<file path="config.mk">
export PLATFORM = sky130hd
export DESIGN_NAME = cmd_link_rx
export DESIGN_NICKNAME = d
export VERILOG_FILES = /design/src/rtl/cmdlink_pkg.sv /design/src/rtl/cl_line_filter.sv /design/src/rtl/cl_bus_events.sv /design/src/rtl/cl_byte_engine.sv /design/src/rtl/cl_parser.sv /design/src/rtl/cmd_link_rx.sv
export SDC_FILE = /design/constraint.sdc
export NUM_CORES = 1
export LEC_CHECK = 0
export ABC_AREA = 1
export BUFFER_PORTS_ARGS = -buffer_cell sky130_fd_sc_hd__buf_2
export CELL_PAD_IN_SITES_DETAIL_PLACEMENT = 1
export CELL_PAD_IN_SITES_GLOBAL_PLACEMENT = 1
export CORE_ASPECT_RATIO = 0.8
export CORE_MARGIN = 4
export CORE_UTILIZATION = 40
export DETAILED_ROUTE_END_ITERATION = 10
export PLACE_DENSITY = 0.82
export REMOVE_ABC_BUFFERS = 1
export SLEW_MARGIN = 40
export SYNTH_ARGS = -nofsm -noshare
export SYNTH_HDL_FRONTEND = slang
export SYNTH_SLANG_ARGS = --single-unit
</file>
<file path="constraint.sdc">
create_clock -name clk -period 2.2 [get_ports clk]
set_input_delay 0.44 -clock clk [delete_from_list [all_inputs] [get_ports clk]]
set_output_delay 0.44 -clock clk [all_outputs]
set_load 0.01 [all_outputs]
</file>
<file path="src/rtl/cmdlink_pkg.sv">
package cmdlink_pkg;

  localparam int BYTE_W = 8;

  typedef enum logic [2:0] {
    PS_IDLE,
    PS_ADDR,
    PS_CTRL,
    PS_ONE,
    PS_STREAM,
    PS_SKIP
  } parse_t;

  // majority of three samples
  function automatic logic vote3(input logic [2:0] s);
    return (s[0] & s[1]) | (s[0] & s[2]) | (s[1] & s[2]);
  endfunction

  // address byte: bits 7..1 = address, bit 0 = direction (0 = write)
  function automatic logic addr_hit(input logic [7:0] b, input logic [6:0] own);
    return (b[7:1] == own) && !b[0];
  endfunction

  // control byte: bit 7 = continuation, bit 6 = register select
  function automatic logic ctrl_more(input logic [7:0] b);
    return b[7];
  endfunction

  function automatic logic ctrl_ram(input logic [7:0] b);
    return b[6];
  endfunction

endpackage

</file>
<file path="src/rtl/cl_line_filter.sv">
module cl_line_filter
  import cmdlink_pkg::*;
#(
  parameter int SYNC_STAGES = 2
) (
  input  logic clk,
  input  logic rst_n,
  input  logic raw_i,
  output logic clean_o
);

  logic [SYNC_STAGES-1:0] sync_q;
  logic [2:0]             win_q;
  logic                   clean_q;

  always_ff @(posedge clk or negedge rst_n) begin
    if (!rst_n) begin
      sync_q  <= '1;
      win_q   <= '1;
      clean_q <= 1'b1;
    end else begin
      sync_q  <= {sync_q[SYNC_STAGES-2:0], raw_i};
      win_q   <= {win_q[1:0], sync_q[SYNC_STAGES-1]};
      clean_q <= vote3(win_q);
    end
  end

  assign clean_o = clean_q;

  AST_VOTE_RISE: assert property (@(posedge clk) disable iff (!rst_n)
    $rose(clean_q) |-> ($countones($past(win_q)) >= 2));
  AST_VOTE_FALL: assert property (@(posedge clk) disable iff (!rst_n)
    $fell(clean_q) |-> ($countones($past(win_q)) <= 1));

endmodule

</file>
<file path="src/rtl/cl_bus_events.sv">
module cl_bus_events (
  input  logic clk,
  input  logic rst_n,
  input  logic scl_c,
  input  logic sda_c,
  output logic start_ev,
  output logic stop_ev,
  output logic scl_rise,
  output logic scl_fall
);

  logic scl_p, sda_p;

  always_ff @(posedge clk or negedge rst_n) begin
    if (!rst_n) begin
      scl_p <= 1'b1;
      sda_p <= 1'b1;
    end else begin
      scl_p <= scl_c;
      sda_p <= sda_c;
    end
  end

  assign start_ev = scl_c && scl_p && sda_p && !sda_c;
  assign stop_ev  = scl_c && scl_p && !sda_p && sda_c;
  assign scl_rise = scl_c && !scl_p;
  assign scl_fall = !scl_c && scl_p;

endmodule

</file>
<file path="src/rtl/cl_byte_engine.sv">
module cl_byte_engine
  import cmdlink_pkg::*;
(
  input  logic              clk,
  input  logic              rst_n,
  input  logic              start_ev,
  input  logic              stop_ev,
  input  logic              scl_rise,
  input  logic              scl_fall,
  input  logic              scl_c,
  input  logic              sda_c,
  input  logic              ack_ok,
  output logic              byte_done,
  output logic [BYTE_W-1:0] byte_q,
  output logic              sda_low
);

  localparam int CNT_W = $clog2(BYTE_W);

  logic              active;
  logic [CNT_W-1:0]  cnt;
  logic [BYTE_W-1:0] shreg;
  logic              ack_wait, ack_slot, ack_pend;
  logic              last_bit;

  assign last_bit = (cnt == CNT_W'(BYTE_W - 1));

  always_ff @(posedge clk or negedge rst_n) begin
    if (!rst_n) begin
      active    <= 1'b0;
      cnt       <= '0;
      shreg     <= '0;
      byte_q    <= '0;
      byte_done <= 1'b0;
      ack_wait  <= 1'b0;
      ack_slot  <= 1'b0;
      ack_pend  <= 1'b0;
      sda_low   <= 1'b0;
    end else begin
      byte_done <= 1'b0;
      if (start_ev) begin
        active   <= 1'b1;
        cnt      <= '0;
        ack_wait <= 1'b0;
        ack_slot <= 1'b0;
        sda_low  <= 1'b0;
      end else if (stop_ev) begin
        active   <= 1'b0;
        cnt      <= '0;
        ack_wait <= 1'b0;
        ack_slot <= 1'b0;
        sda_low  <= 1'b0;
      end else if (active) begin
        if (byte_done) ack_pend <= ack_ok;
        if (scl_rise && !ack_slot && !ack_wait) begin
          shreg <= {shreg[BYTE_W-2:0], sda_c};
          cnt   <= cnt + 1'b1;
          if (last_bit) begin
            byte_q    <= {shreg[BYTE_W-2:0], sda_c};
            byte_done <= 1'b1;
            ack_wait  <= 1'b1;
          end
        end
        if (scl_fall && ack_wait) begin
          ack_wait <= 1'b0;
          ack_slot <= 1'b1;
          sda_low  <= ack_pend;
        end else if (scl_fall && ack_slot) begin
          ack_slot <= 1'b0;
          sda_low  <= 1'b0;
        end
      end
    end
  end

  AST_DRIVE_SCL_LOW: assert property (@(posedge clk) disable iff (!rst_n)
    (sda_low != $past(sda_low)) |-> !scl_c);
  AST_NO_DRIVE_IDLE: assert property (@(posedge clk) disable iff (!rst_n)
    !active |-> !sda_low);

endmodule

</file>
<file path="src/rtl/cl_parser.sv">
module cl_parser
  import cmdlink_pkg::*;
#(
  parameter logic [6:0] OWN_ADDR = 7'h3E
) (
  input  logic              clk,
  input  logic              rst_n,
  input  logic              start_ev,
  input  logic              stop_ev,
  input  logic              byte_done,
  input  logic [BYTE_W-1:0] byte_q,
  input  logic              pay_ready,
  output logic              ack_ok,
  output logic              pay_valid,
  output logic [BYTE_W-1:0] pay_data,
  output logic              pay_ram,
  output logic              overflow
);

  parse_t state;
  logic   rs_q;
  logic   payload_ph;

  assign payload_ph = (state == PS_ONE) || (state == PS_STREAM);

  always_comb begin
    case (state)
      PS_ADDR:           ack_ok = addr_hit(byte_q, OWN_ADDR);
      PS_CTRL:           ack_ok = 1'b1;
      PS_ONE, PS_STREAM: ack_ok = pay_ready;
      default:           ack_ok = 1'b0;
    endcase
  end

  assign pay_valid = byte_done && payload_ph && pay_ready;
  assign pay_data  = byte_q;
  assign pay_ram   = rs_q;

  always_ff @(posedge clk or negedge rst_n) begin
    if (!rst_n) begin
      state    <= PS_IDLE;
      rs_q     <= 1'b0;
      overflow <= 1'b0;
    end else if (start_ev) begin
      state    <= PS_ADDR;
      overflow <= 1'b0;
    end else if (stop_ev) begin
      state <= PS_IDLE;
    end else if (byte_done) begin
      case (state)
        PS_ADDR: state <= addr_hit(byte_q, OWN_ADDR) ? PS_CTRL : PS_SKIP;
        PS_CTRL: begin
          rs_q  <= ctrl_ram(byte_q);
          state <= ctrl_more(byte_q) ? PS_ONE : PS_STREAM;
        end
        PS_ONE: begin
          if (!pay_ready) overflow <= 1'b1;
          state <= PS_CTRL;
        end
        PS_STREAM: if (!pay_ready) overflow <= 1'b1;
        default: state <= state;
      endcase
    end
  end

  AST_OVF_MEANS_NACK: assert property (@(posedge clk) disable iff (!rst_n)
    $rose(overflow) |-> $past(byte_done && !ack_ok));
  AST_RS_HELD_STREAM: assert property (@(posedge clk) disable iff (!rst_n)
    (state == PS_STREAM && $past(state == PS_STREAM)) |-> $stable(rs_q));
  AST_SKIP_STICKY: assert property (@(posedge clk) disable iff (!rst_n)
    ($past(state == PS_SKIP) && !$past(start_ev)) |->
      (state == PS_SKIP || state == PS_IDLE));

endmodule

</file>
<file path="src/rtl/cmd_link_rx.sv">
module cmd_link_rx
  import cmdlink_pkg::*;
#(
  parameter logic [6:0] OWN_ADDR    = 7'h3E,
  parameter int         SYNC_STAGES = 2
) (
  input  logic              clk,
  input  logic              rst_n,
  input  logic              scl_i,
  input  logic              sda_i,
  output logic              sda_pull_o,
  input  logic              pay_ready_i,
  output logic              pay_valid_o,
  output logic [BYTE_W-1:0] pay_data_o,
  output logic              pay_ram_o,
  output logic              overflow_o
);

  localparam int N_LINES = 2;

  logic [N_LINES-1:0] raw_lines, clean_lines;
  logic               scl_c, sda_c;
  logic               start_ev, stop_ev, scl_rise, scl_fall;
  logic               byte_done, ack_ok;
  logic [BYTE_W-1:0]  byte_q;

  assign raw_lines = {scl_i, sda_i};

  for (genvar g = 0; g < N_LINES; g++) begin : g_line
    cl_line_filter #(.SYNC_STAGES(SYNC_STAGES)) u_filt (
      .clk(clk), .rst_n(rst_n), .raw_i(raw_lines[g]), .clean_o(clean_lines[g])
    );
  end

  assign scl_c = clean_lines[1];
  assign sda_c = clean_lines[0];

  cl_bus_events u_ev (
    .clk(clk), .rst_n(rst_n), .scl_c(scl_c), .sda_c(sda_c),
    .start_ev(start_ev), .stop_ev(stop_ev), .scl_rise(scl_rise), .scl_fall(scl_fall)
  );

  cl_byte_engine u_eng (
    .clk(clk), .rst_n(rst_n), .start_ev(start_ev), .stop_ev(stop_ev),
    .scl_rise(scl_rise), .scl_fall(scl_fall), .scl_c(scl_c), .sda_c(sda_c),
    .ack_ok(ack_ok), .byte_done(byte_done), .byte_q(byte_q), .sda_low(sda_pull_o)
  );

  cl_parser #(.OWN_ADDR(OWN_ADDR)) u_par (
    .clk(clk), .rst_n(rst_n), .start_ev(start_ev), .stop_ev(stop_ev),
    .byte_done(byte_done), .byte_q(byte_q), .pay_ready(pay_ready_i),
    .ack_ok(ack_ok), .pay_valid(pay_valid_o), .pay_data(pay_data_o),
    .pay_ram(pay_ram_o), .overflow(overflow_o)
  );

  AST_VALID_NEEDS_READY: assert property (@(posedge clk) disable iff (!rst_n)
    pay_valid_o |-> pay_ready_i);
  AST_STOP_RELEASES: assert property (@(posedge clk) disable iff (!rst_n)
    stop_ev |=> !sda_pull_o);
  AST_VALID_ON_BYTE: assert property (@(posedge clk) disable iff (!rst_n)
    pay_valid_o |-> byte_done);

endmodule

</file>
After elaboration in Yosys (flattened, before gate mapping)
Cells that the tools add are included.

word-level totals
  register bits after elaboration = 43
  input port bits = 5

cells by class
  add/subtract/negate cells = 1
  equal/unequal tests = 8
  multiplexer cells = 38
  bitwise operators = 12
  reductions and logical operators = 42

operator list
  kind                                                   count
  2-to-1 mux 1 bit                                       27
  2-to-1 mux 3 bit                                       9
  AND reduction 4 bit                                    4
  logical AND 1 bit                                      14
  nonzero test 4 bit                                     3
  one-hot mux 3 bit (3 select lines)                     1
  nonzero test 3 bit                                     3
  equality test 7 x 6 -> 1 bit, second input constant    1
  zero test 1 bit                                        7
  bitwise AND 1 bit                                      6
  equality test 3 x 2 -> 1 bit, second input constant    2
  equality test 3 bit, second input constant             2
  AND reduction 2 bit                                    3
  nonzero test 2 bit                                     3
  AND reduction 5 bit                                    1
  nonzero test 5 bit                                     1
  bitwise OR 1 bit                                       4
  adder 3 x 1 -> 3 bit, second input constant            1
  equality test 3 x 1 -> 1 bit, second input constant    1
  one-hot mux 1 bit (3 select lines)                     1
  AND reduction 3 bit                                    1
  inequality test 2 x 1 -> 1 bit, second input constant  1
  inequality test 2 bit, second input constant           1
  inverter 1 bit                                         2
  other kinds (2)                                        2

Logic depth before layout (Yosys ltp)
Gate-level depths: netlist of run 1.

  word-level depth = 9
  depth in mapped cells = 9
  depth with buffers taken out = 9

Hierarchy
From an unflattened synthesis of run 1, not the netlist that was laid out.

unflattened totals
  cell total of the unflattened synthesis = 217
  area, all modules = 1961.9 um^2

by module, submodules not included
  module          times used  cells an instance  area each (um^2)  seq. area each (um^2)
  cl_byte_engine  1           118                1064.8            600.6
  cl_parser       1           66                 445.4             125.1
  cl_line_filter  2           10                 178.9             157.7
  cl_bus_events   1           13                 93.8              52.6

Worst setup path before layout of run 1
Ideal clock, no wire load.

  path kind = flip-flop to output port
  start = reg u_par.state[2]
  end = out pay_valid_o
  arrival time = 973 ps
  setup slack = 787 ps
  stages on the path, launching flop included = 6
  path buffers = 0
  cells stage by stage = dfrtp_1 > inv_1 > nand2_1 > o21ai_0 > nand2_1 > nor2_1

on the way
  word-level cells in the longest chain between the ends = 4
  elaborated cells on any way between the ends = 5

RTL lines
  what                                                                 line               source
  start: declaration                                                   cl_parser.sv:20    parse_t state;
  start signal: assignment                                             cl_parser.sv:51    PS_ADDR: state <= addr_hit(byte_q, OWN_ADDR) ? PS_CTRL : PS_SKIP;
  start signal: assignment                                             cl_parser.sv:54    state <= ctrl_more(byte_q) ? PS_ONE : PS_STREAM;
  start signal: assignment                                             cl_parser.sv:61    default: state <= state;
  equality test 3 x 2 -> 1 bit or equality test 3 bit (tied branches)  cl_parser.sv:24    assign payload_ph = (state == PS_ONE) || (state == PS_STREAM);
  logical OR 1 bit (*)                                                 cl_parser.sv:24
  logical AND 1 bit (*) (2 in a row)                                   cl_parser.sv:35    assign pay_valid = byte_done && payload_ph && pay_ready;
  end: declaration                                                     cmd_link_rx.sv:13  output logic pay_valid_o,

Every way passes the cells marked *; elsewhere a longest branch is shown, timed or not.

Final worst setup path of run 1
Same ends and word-level chain as after synthesis.

==> flow_summary.json, run 1 <==
{
  "antenna_cells": 0,
  "drive_gt1_share_pct": 26.8,
  "synthAdderAreaFrac_pct": 2.55,
  "io_pins": 17,
  "cp-start-kind": "register",
  "grt_pass1_wl_um": 6180,
  "coreArea_um2": 4230,
  "fillers": 514,
  "syn_inst": 182,
  "ys.warnings.count": 0,
  "synth-xor-area-share_pct": 0,
  "grt_max_degree": 44,
  "cp-end-kind": "primary output",
  "wirelength_um": 3450,
  "ctsRootBufferMaster": "clkbuf_8",
  "ys_seq_elements": 43,
  "seq_area_um2": 1090,
  "die_x_um": 82.3,
  "layout_min_cycle_time_ns": 1.88,
  "maxSlewHeadroom_pct": 64.3,
  "synth_top_family_by_area": "simple AND/OR/NAND/NOR gates",
  "worst_pin_slew_ns": 0.536,
  "final_cell_mix": "nand2_1, dfrtp_1, inv_1",
  "first_global_vias": 1334,
  "muxShareOfSynthArea_pct": 0,
  "area_growth_syn_to_layout_pct": 14.0,
  "crit_path_max_fanout": 5,
  "final_common_cell": "nand2_1",
  "dp.cells": 254,
  "dr.pass1.iters": 4,
  "clock-sinks": 43,
  "dp_hpwl_um": 2500,
  "powerDensity_nw_per_um2": 855,
  "max_freq_mhz": 533,
  "drc": 0,
  "cts_setup_buffers": 0,
  "cts_tree": "yes",
  "hold_violations": 0,
  "rsz0062_at_grt": "no",
  "portBuffers": 16,
  "worstPathArrival_ns": 1.44,
  "cp.required_ns": 1.76,
  "track_usage_pct": 15.1,
  "p_leak_uw": 0.00103,
  "reg2reg_depth": 6,
  "multiInputGateArea_um2": 566,
  "syn_area_um2": 1770,
  "gp_congestion": 0.825,
  "first_iter_violations": 46,
  "fp-row-count": 21,
  "synthSimpleGateAreaFrac_pct": 20.4,
  "grt.overflow.total": 0,
  "numCtsBuffers": 5,
  "fin_cells": 262,
  "fin_crit_sh_pct": 85.3,
  "ctsResizeCount": 0,
  "synth_compound_area_share_pct": 9.06,
  "clkTransAtPathRegs_ns": 0.08,
  "setup_violations": 0,
  "start_util_pct": 41.8,
  "timing.rr.end": "u_eng.byte_q[3]",
  "clk_latency_ns": 0.29,
  "nNetsFinal": 211,
  "drv_cap": 0,
  "reg2reg_from": "g_line[1].u_filt.clean_o",
  "synthTopCellsByArea": "dfrtp_1, dfstp_2, nand2_1",
  "synth_top_area_cell": "dfrtp_1",
  "hp-class": "in2async",
  "grt_antenna_before_repair": 0,
  "htree_levels": 2,
  "yosysUniqueCellTypes": 23,
  "dieArea_um2": 5550,
  "routed_via_density": 4.78,
  "status": "completed",
  "vias": 1253,
  "clockBufferDepth": 2,
  "avgRoutedWirePerCell_um": 13.2,
  "slew_violations": 0,
  "ys_seq_area_share_pct": 61.9,
  "cts_hold_buffers": 0,
  "avgSynthCellArea_um2": 9.71,
  "skew_ns": 0.00613,
  "die_h_um": 67.5,
  "ant_nets": 0,
  "reg2reg_slack_ns": 0.69,
  "ir_worst_vdd_uv": 441,
  "synth_top_area_share_pct": 41.0,
  "tns_ns": 0,
  "worstSetupPathType": "reg2out"
}
==> sequential cells by signal, indices dropped and copies added (netlist names), 2 cells and up <==
name and count:
u_eng.byte_q 8, u_eng.shreg 7, g_line.u_filt.sync_q 4, u_par.state 3, u_eng.cnt 3, g_line.u_filt.clean_o 2, g_line.u_filt.win_q 6
==> cell type report <==
class / count / area share, %
timing repair buffer: 17 / 4.35
sequential: 43 / 54.3
tap: 57 / 3.54
multi-input combinational: 113 / 28.1
inverter: 24 / 4.47
clock inverter: 2 / 0.683
clock buffer: 6 / 4.66
==> worst max path at each step <==
| stage | slack [ns] | cells past startpoint | to | from |
|---|---|---|---|---|
| after detailed placement | 0.64 | 6 | pay_valid_o | u_par.state[2] |
| after global placement | 0.71 | 6 | pay_valid_o | u_par.state[2] |
| after global routing | 0.14 | 6 | pay_valid_o | u_par.state[2] |
| final | 0.32 | 6 | pay_valid_o | u_par.state[2] |
| after CTS | 0.30 | 6 | pay_valid_o | u_par.state[2] |
| after floorplan | 0.79 | 5 | pay_valid_o | u_par.state[2] |
==> logic make-up after synthesis <==
logic type	after synthesis
and+or+nand+nor	82
buffers and inverters	26
DFF	43
AOI/OAI and AO/OA	27
adders and majority gates	4
==> power by group <==
part           leakage [uW]  internal, uW  total [uW]  switching (uW)
clock network     0.0000563           292         569             277
registers          0.000534           899         959            60.5
logic              0.000442          63.3         195             131
==> critical path, stage by stage, from the launching register on <==
cell and delay, ns:
dfrtp_1 0.38, inv_1 0.09, nand2_1 0.11, o21ai_0 0.24
nand2_1 0.10, nor2_1 0.08, buf_2 0.13
==> synth_stat cells <==
library cell,number
a21boi_0,1
o21ai_2,6
ha_1,2
o21ai_1,1
a21oi_1,5
dfstp_2,14
inv_1,23
nand3_2,1
nor2_4,1
inv_2,1
nand3_1,9
o21ai_0,14
dfrtp_1,29
nand2_1,51
nand2_4,1
nand2_2,5
nor2_2,1
maj3_1,2
buf_6,1
nor3_1,2
buf_4,1
nand4_1,1
nor2_1,10
==> layer usage <==
metal  global-route usage, %  routed length (um)  vias up
met2                    23.0                1580       19
met4                    6.43                  51        0
met3                    4.67                 157        5
met5                       0                   0        -
li1                        -                   -      616
met1                    19.8                1660      613
==> stage by stage <==
| step | utilization (%) | worst slack, ns | power [uW] | hold slack [ns] | instance area (um2) |
|---|---|---|---|---|---|
| 6_report | 47.6 | 0.323 | 1720 | 0.201 | 2020 |
| 5_1_grt | 47.6 | 0.137 | 1840 | 0.210 | 2020 |
| 2_1_floorplan | - | 0.787 | 1100 | 0.144 | 1750 |
| 3_5_place_dp | 45.1 | 0.643 | 1170 | 0.349 | 1910 |
| 3_3_place_gp | 45.1 | 0.708 | 1160 | 0.346 | 1910 |
| 4_1_cts | 47.6 | 0.303 | 1750 | 0.222 | 2020 |
Note: power is estimated with default switching activity, not from simulation.
==> inputs of run 2 (changes only) <==
- PLACE_DENSITY: 0.82 -> unset
- PLACE_DENSITY_LB_ADDON: unset -> 0.3
==> flow_summary.json, run 2 (same netlist as run 1, synthesis figures left out) <==
{
  "layout_min_cycle_time_ns": 1.97,
  "powerDensity_nw_per_um2": 854,
  "fillers": 506,
  "nNetsFinal": 212,
  "io_pins": 17,
  "gp_congestion": 0.772,
  "swShare_pct": 27.1,
  "final_core_utilization_pct": 47.9,
  "cts_hold_buffers": 0,
  "maxSlewHeadroom_pct": 51.4,
  "total_power_uw": 1730,
  "ctsResizeCount": 0,
  "cts_setup_buffers": 0,
  "max_freq_mhz": 509,
  "skew_ns": 0.00772,
  "ant_nets": 0,
  "cpPeakStageDelay_ns": 0.38,
  "area_growth_syn_to_layout_pct": 14.6,
  "hp-class": "in2async",
  "path_cells": "inv_1, nand2_1, o21ai_0, nand2_1, nor2_1, buf_2",
  "pwr-share-clk_pct": 33.3,
  "slowest_stage": "dfrtp_1",
  "slew_violations": 0,
  "cp.required_ns": 1.76,
  "top_regs": "u_eng.byte_q (8), u_eng.shreg (7), g_line.u_filt.win_q (6)",
  "cp_common_cell": "nand2_1",
  "drive_gt1_share_pct": 27.2,
  "ctsRootBufferMaster": "clkbuf_8",
  "ir_worst_vdd_uv": 406,
  "htree_levels": 2,
  "crit_path_max_fanout": 5,
  "worstSetupPathType": "reg2out",
  "antenna_cells": 0,
  "worstPathArrival_ns": 1.53,
  "hold_ws_ns": 0.193,
  "final_cell_mix": "nand2_1, dfrtp_1, inv_1",
  "pwr-share-comb_pct": 11.5,
  "grt_antenna_before_repair": 0,
  "first_global_vias": 1368,
  "clockBufferDepth": 2,
  "drc": 0,
  "clk_latency_ns": 0.30,
  "avgRoutedWirePerCell_um": 13.1,
  "clkTransAtPathRegs_ns": 0.08,
  "largest_register_ffs": 8,
  "worst_pin_slew_ns": 0.729,
  "fin_crit_sh_pct": 89.3,
  "setup_violations": 0,
  "grt.overflow.total": 0,
  "start_util_pct": 41.8,
  "grt_pass1_wl_um": 6230,
  "grt_max_degree": 33,
  "vias": 1256,
  "clock-sinks": 43,
  "die_h_um": 67.5,
  "internal_power_uw": 1260,
  "p_leak_uw": 0.00104,
  "routed_via_density": 4.78,
  "p_switching_uw": 469,
  "cts_tree": "yes",
  "drv_cap": 0,
  "tns_ns": 0,
  "dp_hpwl_um": 2670,
  "hold_violations": 0,
  "dieArea_um2": 5550,
  "numCtsBuffers": 5,
  "wirelength_um": 3450,
  "regMostFlops": "u_eng.byte_q",
  "dr.pass1.iters": 4,
  "seqPwrFrac_pct": 55.2,
  "rsz0062_at_grt": "no",
  "final_common_cell": "nand2_1",
  "cp-end-kind": "primary output",
  "coreArea_um2": 4230,
  "portBuffers": 16,
  "status": "completed",
  "die_x_um": 82.3,
  "fp-row-count": 21,
  "first_iter_violations": 56,
  "cp-start-kind": "register",
  "track_usage_pct": 15.2
}
-- run 2: area by class of cell --
class / instances / area [um2] / share of cell area, %
sequential: 43 / 1090 / 54.0
timing repair buffer: 18 / 95.1 / 4.69
clock inverter: 2 / 17.5 / 0.864
clock buffer: 6 / 93.8 / 4.63
multi-input combinational: 113 / 566 / 27.9
tap: 57 / 71.3 / 3.52
inverter: 24 / 90.1 / 4.44
-- run 2: per-stage QoR --
step	area, um2	worst slack [ns]	instances
after floorplan	1750	0.787	180
after global placement	1920	0.700	255
after detailed placement	1920	0.562	255
after CTS	2030	0.223	263
after global routing	2030	0.0611	263
final	2030	0.235	263
-- run 2: path summary, 6_finish.rpt --
check | startpoint | endpoint | slack [ns] | cells past startpoint
min in group clk | sda_i | g_line[0].u_filt.sync_q[0] | 0.24 | 1
max in group asynchronous | rst_n | g_line[0].u_filt.clean_o | 1.34 | 2
setup reg to reg | g_line[1].u_filt.clean_o | u_eng.byte_q[3] | 0.72 | 6
hold / removal | rst_n | u_par.state[1] | 0.19 | 1
setup / recovery | u_par.state[2] | pay_valid_o | 0.23 | 6
hold reg to reg | g_line[1].u_filt.sync_q[0] | g_line[1].u_filt.sync_q[1] | 0.36 | 0
-- run 2: routing by layer --
| metal | track usage (%) | routed length [um] |
|---|---|---|
| met5 | 0 | 0 |
| met1 | 19.0 | 1610 |
| met4 | 5.60 | 54 |
| met2 | 24.6 | 1670 |
| met3 | 4.93 | 111 |
-- run 2: critical path: cells and delay by family, from the launching register on --
kind,cells,cell delay [ns]
buf+inv,2,0.23
flops,1,0.38
simple gates,3,0.34
compound gates,1,0.27
-- run 2: power by group through the flow --
stage	combinational, uW	clock [uW]	sequential, uW
2_1_floorplan	139	0	958
3_3_place_gp	191	0	967
3_5_place_dp	205	0	972
4_1_cts	207	605	957
5_1_grt	242	639	973
6_report	199	577	956
